**src/rtl/mdio_pkg.sv**
```systemverilog
package mdio_pkg;
  localparam int REG_SEL_W  = 3;
  localparam int REG_W      = 16;
  localparam int FRAME_LEN  = 64;
  localparam int BIT_W      = $clog2(FRAME_LEN);
  localparam int TA_START   = 46;
  localparam int DATA_START = 48;

  localparam logic [REG_SEL_W-1:0] SEL_CFG   = 3'd0;
  localparam logic [REG_SEL_W-1:0] SEL_CMD   = 3'd1;
  localparam logic [REG_SEL_W-1:0] SEL_ADDR  = 3'd2;
  localparam logic [REG_SEL_W-1:0] SEL_WDATA = 3'd3;
  localparam logic [REG_SEL_W-1:0] SEL_RDATA = 3'd4;
  localparam logic [REG_SEL_W-1:0] SEL_STAT  = 3'd5;

  // strobes from the sequencer to the datapath
  typedef struct packed {
    logic loadWr;   // build a write frame
    logic loadRd;   // build a read frame
    logic shift;    // advance to the next bit at a falling MDC edge
    logic capture;  // take one reply bit at a rising MDC edge
    logic latch;    // move the captured word into read data
  } mdioStrobe_t;
endpackage

```
**src/rtl/mdio_ctrl.sv**
```systemverilog
module mdio_ctrl
  import mdio_pkg::*;
#(
  parameter int DIV0  = 4,
  parameter int DIV1  = 10,
  parameter int DIV2  = 20,
  parameter int DIV3  = 40,
  parameter int CNT_W = 6
) (
  input  logic                 clk,
  input  logic                 rstN,
  input  logic                 mgmtRst,
  input  logic [1:0]           clkSel,
  input  logic                 regWrEn,
  input  logic [REG_SEL_W-1:0] regSel,
  input  logic                 cmdBit,
  output mdioStrobe_t          strb,
  output logic                 busy,
  output logic                 notValid,
  output logic                 mdc,
  output logic                 mdioOe
);
  logic [CNT_W-1:0] divCnt;
  logic [CNT_W-1:0] divLat;
  logic [CNT_W-1:0] selDiv;
  logic [CNT_W-1:0] halfDiv;
  logic [BIT_W-1:0] bitIdx;
  logic             isRead;
  logic             goWr, goRd, atRise, atEnd, lastBit;

  always_comb begin
    case (clkSel)
      2'd0:    selDiv = CNT_W'(DIV0);
      2'd1:    selDiv = CNT_W'(DIV1);
      2'd2:    selDiv = CNT_W'(DIV2);
      default: selDiv = CNT_W'(DIV3);
    endcase
  end

  assign halfDiv = divLat >> 1;
  assign goWr    = regWrEn && (regSel == SEL_WDATA) && !busy && !mgmtRst;
  assign goRd    = regWrEn && (regSel == SEL_CMD) && cmdBit && !busy && !mgmtRst;
  assign atRise  = busy && (divCnt == halfDiv - 1'b1);
  assign atEnd   = busy && (divCnt == divLat - 1'b1);
  assign lastBit = (bitIdx == BIT_W'(FRAME_LEN - 1));

  assign strb.loadWr  = goWr;
  assign strb.loadRd  = goRd;
  assign strb.shift   = atEnd && !lastBit;
  assign strb.capture = atRise && isRead && (bitIdx >= BIT_W'(DATA_START));
  assign strb.latch   = atEnd && lastBit && isRead;

  assign mdioOe = busy && (!isRead || (bitIdx < BIT_W'(TA_START)));

  always_ff @(posedge clk or negedge rstN) begin
    if (!rstN) begin
      busy     <= 1'b0;
      notValid <= 1'b0;
      isRead   <= 1'b0;
      mdc      <= 1'b0;
      divCnt   <= '0;
      bitIdx   <= '0;
      divLat   <= CNT_W'(DIV3);
    end else if (mgmtRst) begin
      busy     <= 1'b0;
      notValid <= 1'b0;
      isRead   <= 1'b0;
      mdc      <= 1'b0;
      divCnt   <= '0;
      bitIdx   <= '0;
    end else if (busy) begin
      if (atEnd) begin
        divCnt <= '0;
        mdc    <= 1'b0;
        if (lastBit) begin
          busy     <= 1'b0;
          notValid <= 1'b0;
        end else begin
          bitIdx <= bitIdx + 1'b1;
        end
      end else begin
        divCnt <= divCnt + 1'b1;
        if (atRise) mdc <= 1'b1;
      end
    end else if (goWr || goRd) begin
      busy     <= 1'b1;
      isRead   <= goRd;
      notValid <= goRd;
      divCnt   <= '0;
      bitIdx   <= '0;
      mdc      <= 1'b0;
      divLat   <= selDiv;
    end
  end
endmodule

```
**src/rtl/mdio_dp.sv**
```systemverilog
module mdio_dp
  import mdio_pkg::*;
(
  input  logic                 clk,
  input  logic                 rstN,
  input  mdioStrobe_t          strb,
  input  logic                 regWrEn,
  input  logic [REG_SEL_W-1:0] regSel,
  input  logic [REG_W-1:0]     regWrData,
  input  logic                 mdioIn,
  input  logic                 busy,
  input  logic                 notValid,
  output logic [REG_W-1:0]     regRdData,
  output logic                 mdioOut,
  output logic                 mgmtRst,
  output logic [1:0]           clkSel
);
  localparam logic [33:0] PRE_START = {32'hFFFF_FFFF, 2'b01};

  logic                 cmdRd;
  logic [4:0]           phyAddr, phyReg;
  logic [REG_W-1:0]     wrWord, rdWord, rdShift;
  logic [FRAME_LEN-1:0] frame;

  always_ff @(posedge clk or negedge rstN) begin
    if (!rstN) begin
      mgmtRst <= 1'b0;
      clkSel  <= 2'd3;
      cmdRd   <= 1'b0;
      phyAddr <= '0;
      phyReg  <= '0;
      wrWord  <= '0;
    end else if (regWrEn) begin
      case (regSel)
        SEL_CFG: begin
          mgmtRst <= regWrData[15];
          clkSel  <= regWrData[1:0];
        end
        SEL_CMD:   cmdRd <= regWrData[0];
        SEL_ADDR: begin
          phyAddr <= regWrData[12:8];
          phyReg  <= regWrData[4:0];
        end
        SEL_WDATA: wrWord <= regWrData;
        default: ;
      endcase
    end
  end

  always_ff @(posedge clk or negedge rstN) begin
    if (!rstN) begin
      frame   <= '1;
      rdShift <= '0;
      rdWord  <= '0;
    end else begin
      if (strb.loadWr)
        frame <= {PRE_START, 2'b01, phyAddr, phyReg, 2'b10, regWrData};
      else if (strb.loadRd)
        frame <= {PRE_START, 2'b10, phyAddr, phyReg, 2'b11, {REG_W{1'b1}}};
      else if (strb.shift)
        frame <= {frame[FRAME_LEN-2:0], 1'b1};
      if (strb.capture) rdShift <= {rdShift[REG_W-2:0], mdioIn};
      if (strb.latch)   rdWord  <= rdShift;
    end
  end

  assign mdioOut = frame[FRAME_LEN-1];

  always_comb begin
    case (regSel)
      SEL_CFG:   regRdData = {mgmtRst, 13'b0, clkSel};
      SEL_CMD:   regRdData = {15'b0, cmdRd};
      SEL_ADDR:  regRdData = {3'b0, phyAddr, 3'b0, phyReg};
      SEL_WDATA: regRdData = wrWord;
      SEL_RDATA: regRdData = rdWord;
      SEL_STAT:  regRdData = {14'b0, notValid, busy};
      default:   regRdData = '0;
    endcase
  end
endmodule

```
**src/rtl/mdio_master.sv**
```systemverilog
module mdio_master
  import mdio_pkg::*;
#(
  parameter int DIV0 = 4,
  parameter int DIV1 = 10,
  parameter int DIV2 = 20,
  parameter int DIV3 = 40
) (
  input  logic                 clk,
  input  logic                 rstN,
  input  logic [REG_SEL_W-1:0] regSel,
  input  logic                 regWrEn,
  input  logic [REG_W-1:0]     regWrData,
  output logic [REG_W-1:0]     regRdData,
  output logic                 mdc,
  output logic                 mdioOut,
  output logic                 mdioOe,
  input  logic                 mdioIn
);
  localparam int MAX01   = (DIV0 > DIV1) ? DIV0 : DIV1;
  localparam int MAX23   = (DIV2 > DIV3) ? DIV2 : DIV3;
  localparam int MAX_DIV = (MAX01 > MAX23) ? MAX01 : MAX23;
  localparam int CNT_W   = $clog2(MAX_DIV + 1);

  mdioStrobe_t strb;
  logic        busy, notValid, mgmtRst;
  logic [1:0]  clkSel;

  mdio_ctrl #(
    .DIV0(DIV0), .DIV1(DIV1), .DIV2(DIV2), .DIV3(DIV3), .CNT_W(CNT_W)
  ) u_ctrl (
    .clk(clk), .rstN(rstN), .mgmtRst(mgmtRst), .clkSel(clkSel),
    .regWrEn(regWrEn), .regSel(regSel), .cmdBit(regWrData[0]),
    .strb(strb), .busy(busy), .notValid(notValid), .mdc(mdc), .mdioOe(mdioOe)
  );

  mdio_dp u_dp (
    .clk(clk), .rstN(rstN), .strb(strb), .regWrEn(regWrEn), .regSel(regSel),
    .regWrData(regWrData), .mdioIn(mdioIn), .busy(busy), .notValid(notValid),
    .regRdData(regRdData), .mdioOut(mdioOut), .mgmtRst(mgmtRst), .clkSel(clkSel)
  );
endmodule

```
**config.mk**
```make
export PLATFORM = sky130hd
export DESIGN_NAME = mdio_master
export DESIGN_NICKNAME = d
export VERILOG_FILES = /design/src/rtl/mdio_pkg.sv /design/src/rtl/mdio_ctrl.sv /design/src/rtl/mdio_dp.sv /design/src/rtl/mdio_master.sv
export SDC_FILE = /design/constraint.sdc
export NUM_CORES = 1
export LEC_CHECK = 0
export BUFFER_PORTS_ARGS = -buffer_cell sky130_fd_sc_hd__buf_2
export CAP_MARGIN = 20
export CORE_MARGIN = 1
export CORE_UTILIZATION = 32
export DETAILED_ROUTE_END_ITERATION = 8
export HOLD_SLACK_MARGIN = 0.03
export SLEW_MARGIN = 20
export SYNTH_ARGS = -nofsm -noshare
export SYNTH_HDL_FRONTEND = slang
export SYNTH_SLANG_ARGS = --single-unit
export TNS_END_PERCENT = 10
```
**constraint.sdc**
```tcl
create_clock -name clk -period 5.05 [get_ports clk]
set_input_delay 0.7575 -clock clk [delete_from_list [all_inputs] [get_ports clk]]
set_output_delay 0.7575 -clock clk [all_outputs]
set_load 0.05 [all_outputs]
```
==> results.cfg, run 1 <==
[critical_path]
crit_path_start_kind = input port
r2r_cells = 8
required_ps = 4290
criticalPathCategory = input port to output pin
rrSetupSlack_ps = 2260
critical_path_peak_fanout = 19
endpoint_kind = output pin
cp_data_arrival_time_ps = 2280

[clocking]
cts_setup_buffers = 0
clk_latency_ps = 430
cts_hold_buf = 0
clk_pin_slew_worst_paths_ps = 60
numCtsBuffers = 17
cts_sinks = 147
cts_resized = 0
tritoncts = yes
cts-htree-levels = 4
root_buffer = clkbuf_16
cts_buffer_depth = 2

[timing]
clock.fmax_ghz = 0.329
finalCriticalPeriod_ps = 3040
final.setup.worst_slack_ps = 2010
finalSetupTns_ps = 0
maxSlewViolCount = 0
skew_ps = 7.19
slew_headroom = 0.336
hold_viol = 0
rsz0062_at_grt = no
tightest_slew_ps = 996
final-setup-viol-count = 0
fin_crit_sh = 0.601

[die]
core_area_um2 = 21200
start_util = 0.330
die_area_um2 = 22500
io_pins = 42
rows = 53
die_w_um = 150
die_y_um = 150

[synthesis]
syn_nets = 677
ys_seq_area_frac = 0.538
synth_warnings = 0
syn-instance-count = 651
ys_async_sr_fraction = 1.00
synth_cell_types = 55
syn_area_um2 = 7000
synth_enable_flop_cells = 0
syn_avg_cell_area_um2 = 10.7
ys_seq_elements = 147
synthFlopType = dfrtp_1

[power_and_ir_drop]
seq_power_share = 0.425
p_per_area_nw_per_um2 = 472
clockPowerShare = 0.335
power_switching_w = 0.00131
combPwrFrac = 0.240
power.internal_w = 0.00248
power_w = 0.00379
p_leak_nw = 3.25
max-vdd-ir-drop_mv = 0.305
switching_share = 0.346

[drt]
post_drt_wl_per_cell_um = 16.6
ant_nets = 0
wl_mm = 15.9
drt-initial-drc-count = 504
drcViolationCount = 0
vias_per_cell = 5.35
dr_total_vias = 5128
drtPass1Iterations = 5

[final_layout]
n_fill_cell = 2108
regArea_um2 = 3760
final_util = 0.379
multiInputGateArea_um2 = 3020
drive_above_1_share = 0.337
postLayoutCellArea_um2 = 8040
diodes = 0
final_common_cell = nand3_1
mostFrequentLayoutCells = 87 x nand3_1, 79 x dfrtp_1, 72 x o21ai_0, 68 x dfstp_2, 58 x nand2_1
layout.nets = 696
area_growth_pct = 14.9

[placed_design]
port_buffers = 41
dp_hpwl_mm = 9.92
pre_cts_ws_ps = 2020
placed_cell_area_um2 = 7440
place.gp.congestion = 0.742

[global_route]
grt_pass1_vias = 4991
grt_first_pass_wirelength_mm = 26.7
overflow = 0
grt_usage = 0.153
antenna_found_initial = 0
grt_max_degree = 118

[min_path]
hold_path.class = input port to asynchronous set/reset pin

[job]
maxCapViolations = 0

[status]
status = completed
-- stage by stage --
stage	hold WS [ps]	cells
after detailed placement	477	926
final	489	958
after CTS	492	958
after global routing	513	958
after global placement	476	926
after floorplan	457	651
-- sequential cells by signal, summed over array words and instances, names as in the netlist, 2 cells and up --
| signal | count |
|---|---|
| u_dp.rdShift | 16 |
| u_dp.frame | 64 |
| u_dp.rdWord | 16 |
| u_dp.clkSel | 2 |
| u_ctrl.divLat | 5 |
| u_dp.phyReg | 5 |
| u_dp.phyAddr | 5 |
| u_dp.wrWord | 16 |
| u_ctrl.divCnt | 6 |
| u_ctrl.bitIdx | 6 |
-- power by group through the flow --
stage / clock [W] / combinational [W] / sequential [W]
detailed placement: 0 / 0.000913 / 0.00163
global route: 0.00135 / 0.00100 / 0.00164
finish: 0.00127 / 0.000911 / 0.00161
floorplan: 0 / 0.000700 / 0.00158
global placement: 0 / 0.000911 / 0.00163
CTS: 0.00129 / 0.000918 / 0.00161
-- final cells by class --
| class | instances | area share |
|---|---|---|
| Clock buffer | 17 | 0.0529 |
| Clock inverter | 15 | 0.0210 |
| Inverter | 7 | 0.00327 |
| Multi-Input combinational cell | 446 | 0.376 |
| Sequential cell | 147 | 0.468 |
| Tap cell | 275 | 0.0428 |
| Timing Repair Buffer | 51 | 0.0360 |
-- cells in the mapped netlist, types with 3 or more instances --
master,n,area [um2]
ha_1,3,37.5
nand3_1,87,435
and2_1,6,37.5
nand3b_1,4,30.0
a31oi_1,6,37.5
xor2_1,3,26.3
dfrtp_1,79,1980
buf_2,5,25.0
clkbuf_1,41,154
o221ai_1,4,35.0
a311oi_1,4,35.0
nand2_1,59,221
nor3_1,3,15.0
mux2_2,54,608
mux2i_1,10,100
nor2_1,19,71.3
mux2_4,10,150
o21ai_0,72,360
a21oi_1,4,20.0
o211ai_1,29,218
a22o_1,7,61.3
buf_1,3,11.3
xnor2_1,6,52.6
nand4_1,6,37.5
o22ai_1,16,100
inv_1,7,26.3
dfstp_2,68,1790
-- cell families (layout without fill, tap and decap cells) --
| kind of cell | count (synthesis) | count (layout) | synth area share |
|---|---|---|---|
| AO/OA/AOI/OAI | 156 | 156 | 0.140 |
| XOR/XNOR | 11 | 11 | 0.0175 |
| adder cells (fa/ha/maj) | 3 | 3 | 0.00537 |
| buffers and inverters | 58 | 90 | 0.0342 |
| flip-flops | 147 | 147 | 0.538 |
| multiplexers | 74 | 74 | 0.123 |
| AND/OR/NAND/NOR | 202 | 202 | 0.142 |
-- per-layer routing --
layer	vias to the layer above	GRT usage	wire length, um
met4	0	0.0566	267
li1	2420	-	-
met5	-	0	0
met1	2577	0.220	7900
met3	22	0.0326	613
met2	109	0.223	7160
-- critical path, cell delays in order --
cell	delay [ps]
buf_2	250
nor2_1	220
and2_1	520
a22o_1	260
buf_2	270
-- path summary, 6_finish.rpt --
path                                         end        startpoint
worst min-delay path              u_dp.wrWord[7]              rstN
max in group asynchronous         u_dp.frame[63]              rstN
worst max-delay path                regRdData[7]         regSel[0]
min in group clk                  u_dp.frame[31]    u_dp.frame[30]
worst max register to register  u_ctrl.bitIdx[2]  u_ctrl.divLat[1]
worst min register to register    u_dp.frame[31]    u_dp.frame[30]
Note: power is estimated with default switching activity, not from simulation.
==> inputs of run 2 (changes only) <==
- clock period: 5.05 -> 2.8 ns (I/O delays scaled with it)
==> results.cfg, run 2 (synthesis results as in run 1) <==
[status]
status = completed

[timing]
slew_headroom = 0.470
hold_ws_ps = 231
final.setup.worst_slack_ps = 214
tightest_slew_ps = 785
clock.fmax_ghz = 0.387
fin_crit_sh = 0.924
skew_ps = 11.8
finalSetupTns_ps = 0
finalCriticalPeriod_ps = 2590
rsz0062_at_grt = no
final-setup-viol-count = 0
hold_viol = 0
maxSlewViolCount = 0

[final_layout]
regMostFlops = u_dp.frame
n_fill_cell = 2101
layout.nets = 705
area_growth_pct = 16.1
largest_register_ffs = 64
diodes = 0
multiInputGateArea_um2 = 3030
drive_above_1_share = 0.347
mostFrequentLayoutCells = 87 x nand3_1, 79 x dfrtp_1, 71 x o21ai_0, 68 x dfstp_2, 58 x nand2_1
regArea_um2 = 3760
final_common_cell = nand3_1

[clocking]
cts-htree-levels = 4
tritoncts = yes
numCtsBuffers = 17
clk_pin_slew_worst_paths_ps = 70
root_buffer = clkbuf_16
cts_sinks = 147
cts_buffer_depth = 2
clk_latency_ps = 430

[die]
rows = 53
die_area_um2 = 22500
die_w_um = 150
core_area_um2 = 21200
io_pins = 42
die_y_um = 150
start_util = 0.330

[drt]
drcViolationCount = 0
drtPass1Iterations = 5
vias_per_cell = 5.33
dr_total_vias = 5153
wl_mm = 16.1
drt-initial-drc-count = 470
ant_nets = 0
post_drt_wl_per_cell_um = 16.7

[global_route]
overflow = 0
grt.busiest_layer = met2
grt_first_pass_wirelength_mm = 27.1
gr-usage-met3 = 0.0341
grt_max_degree = 60
met2_usage = 0.239
grt_usage = 0.154
grt_pass1_vias = 5033
antenna_found_initial = 0
use_met1 = 0.214

[placed_design]
place.gp.congestion = 0.775
port_buffers = 41
dp_hpwl_mm = 10.2
pre_cts_ws_ps = 109

[min_path]
holdPathEnd = u_dp.rdShift[0]
hold_depth = 2
hold_path.class = input port to register
hp-start = mdioIn

[critical_path]
cp_num_buf_inv = 1
rrSetupSlack_ps = 210
critical_path_peak_fanout = 16
criticalPathCategory = register to register
required_ps = 3120
r2r_cells = 7
crit_start = u_ctrl.divLat[1]
crit_path_start_kind = register
slowest_stage = or4_4
cp_data_arrival_time_ps = 2900
path_cells = inv_1, ha_1, nand2b_1, a21boi_0, o21ai_4, or4_4, mux2_4
endpoint_kind = register
r2r-start = u_ctrl.divLat[1]
crit_family = simple AND/OR/NAND/NOR gates
r2r_end = u_dp.rdWord[13]
critPathMaxStageDelay_ps = 680

[power_and_ir_drop]
p_leak_nw = 3.30
power_w = 0.00686
p_per_area_nw_per_um2 = 845
max-vdd-ir-drop_mv = 0.522

[job]
maxCapViolations = 0
run 2: cell type report:
class,instances,area share
timing repair buffer,60,0.0470
tap,275,0.0424
clock buffer,18,0.0541
multi-input combinational,446,0.373
inverter,7,0.00324
clock inverter,14,0.0171
sequential,147,0.463
run 2: metrics by stage:
stage,std cells,instance area [um2],utilization
6_report,967,8120,0.383
5_1_grt,967,8120,0.383
4_1_cts,967,8120,0.382
3_5_place_dp,934,7530,0.355
3_3_place_gp,934,7530,0.355
2_1_floorplan,651,7000,-
run 2: worst max path at each step:
stage                       to  depth (start not counted)
6_report       u_dp.rdWord[13]                          7
5_1_grt        u_dp.rdWord[15]                          7
4_1_cts         u_dp.frame[11]                          7
3_5_place_dp    u_dp.frame[11]                          7
3_3_place_gp    u_dp.frame[11]                          7
2_1_floorplan    regRdData[11]                          4
run 2: per-layer routing:
layer	up-vias	wire length [um]
li1	2444	-
met1	2584	7680
met2	112	7630
met3	13	638
met4	0	168
met5	-	0
run 2: where the power goes:
part           internal (W)  switching [W]  total [W]  leakage (nW)
sequential          0.00266       0.000261    0.00292          1.76
combinational      0.000625        0.00110    0.00172          1.26
clock               0.00120        0.00102    0.00222         0.283
run 2: timing repair:
action / 4_1_cts / 5_1_grt
endpoints found under the setup margin: 0 / 12
hold buffers: 1 / 0
buffers inserted: 0 / 0
gates resized for setup: 0 / 1
hold endpoints to repair: 16 / 0
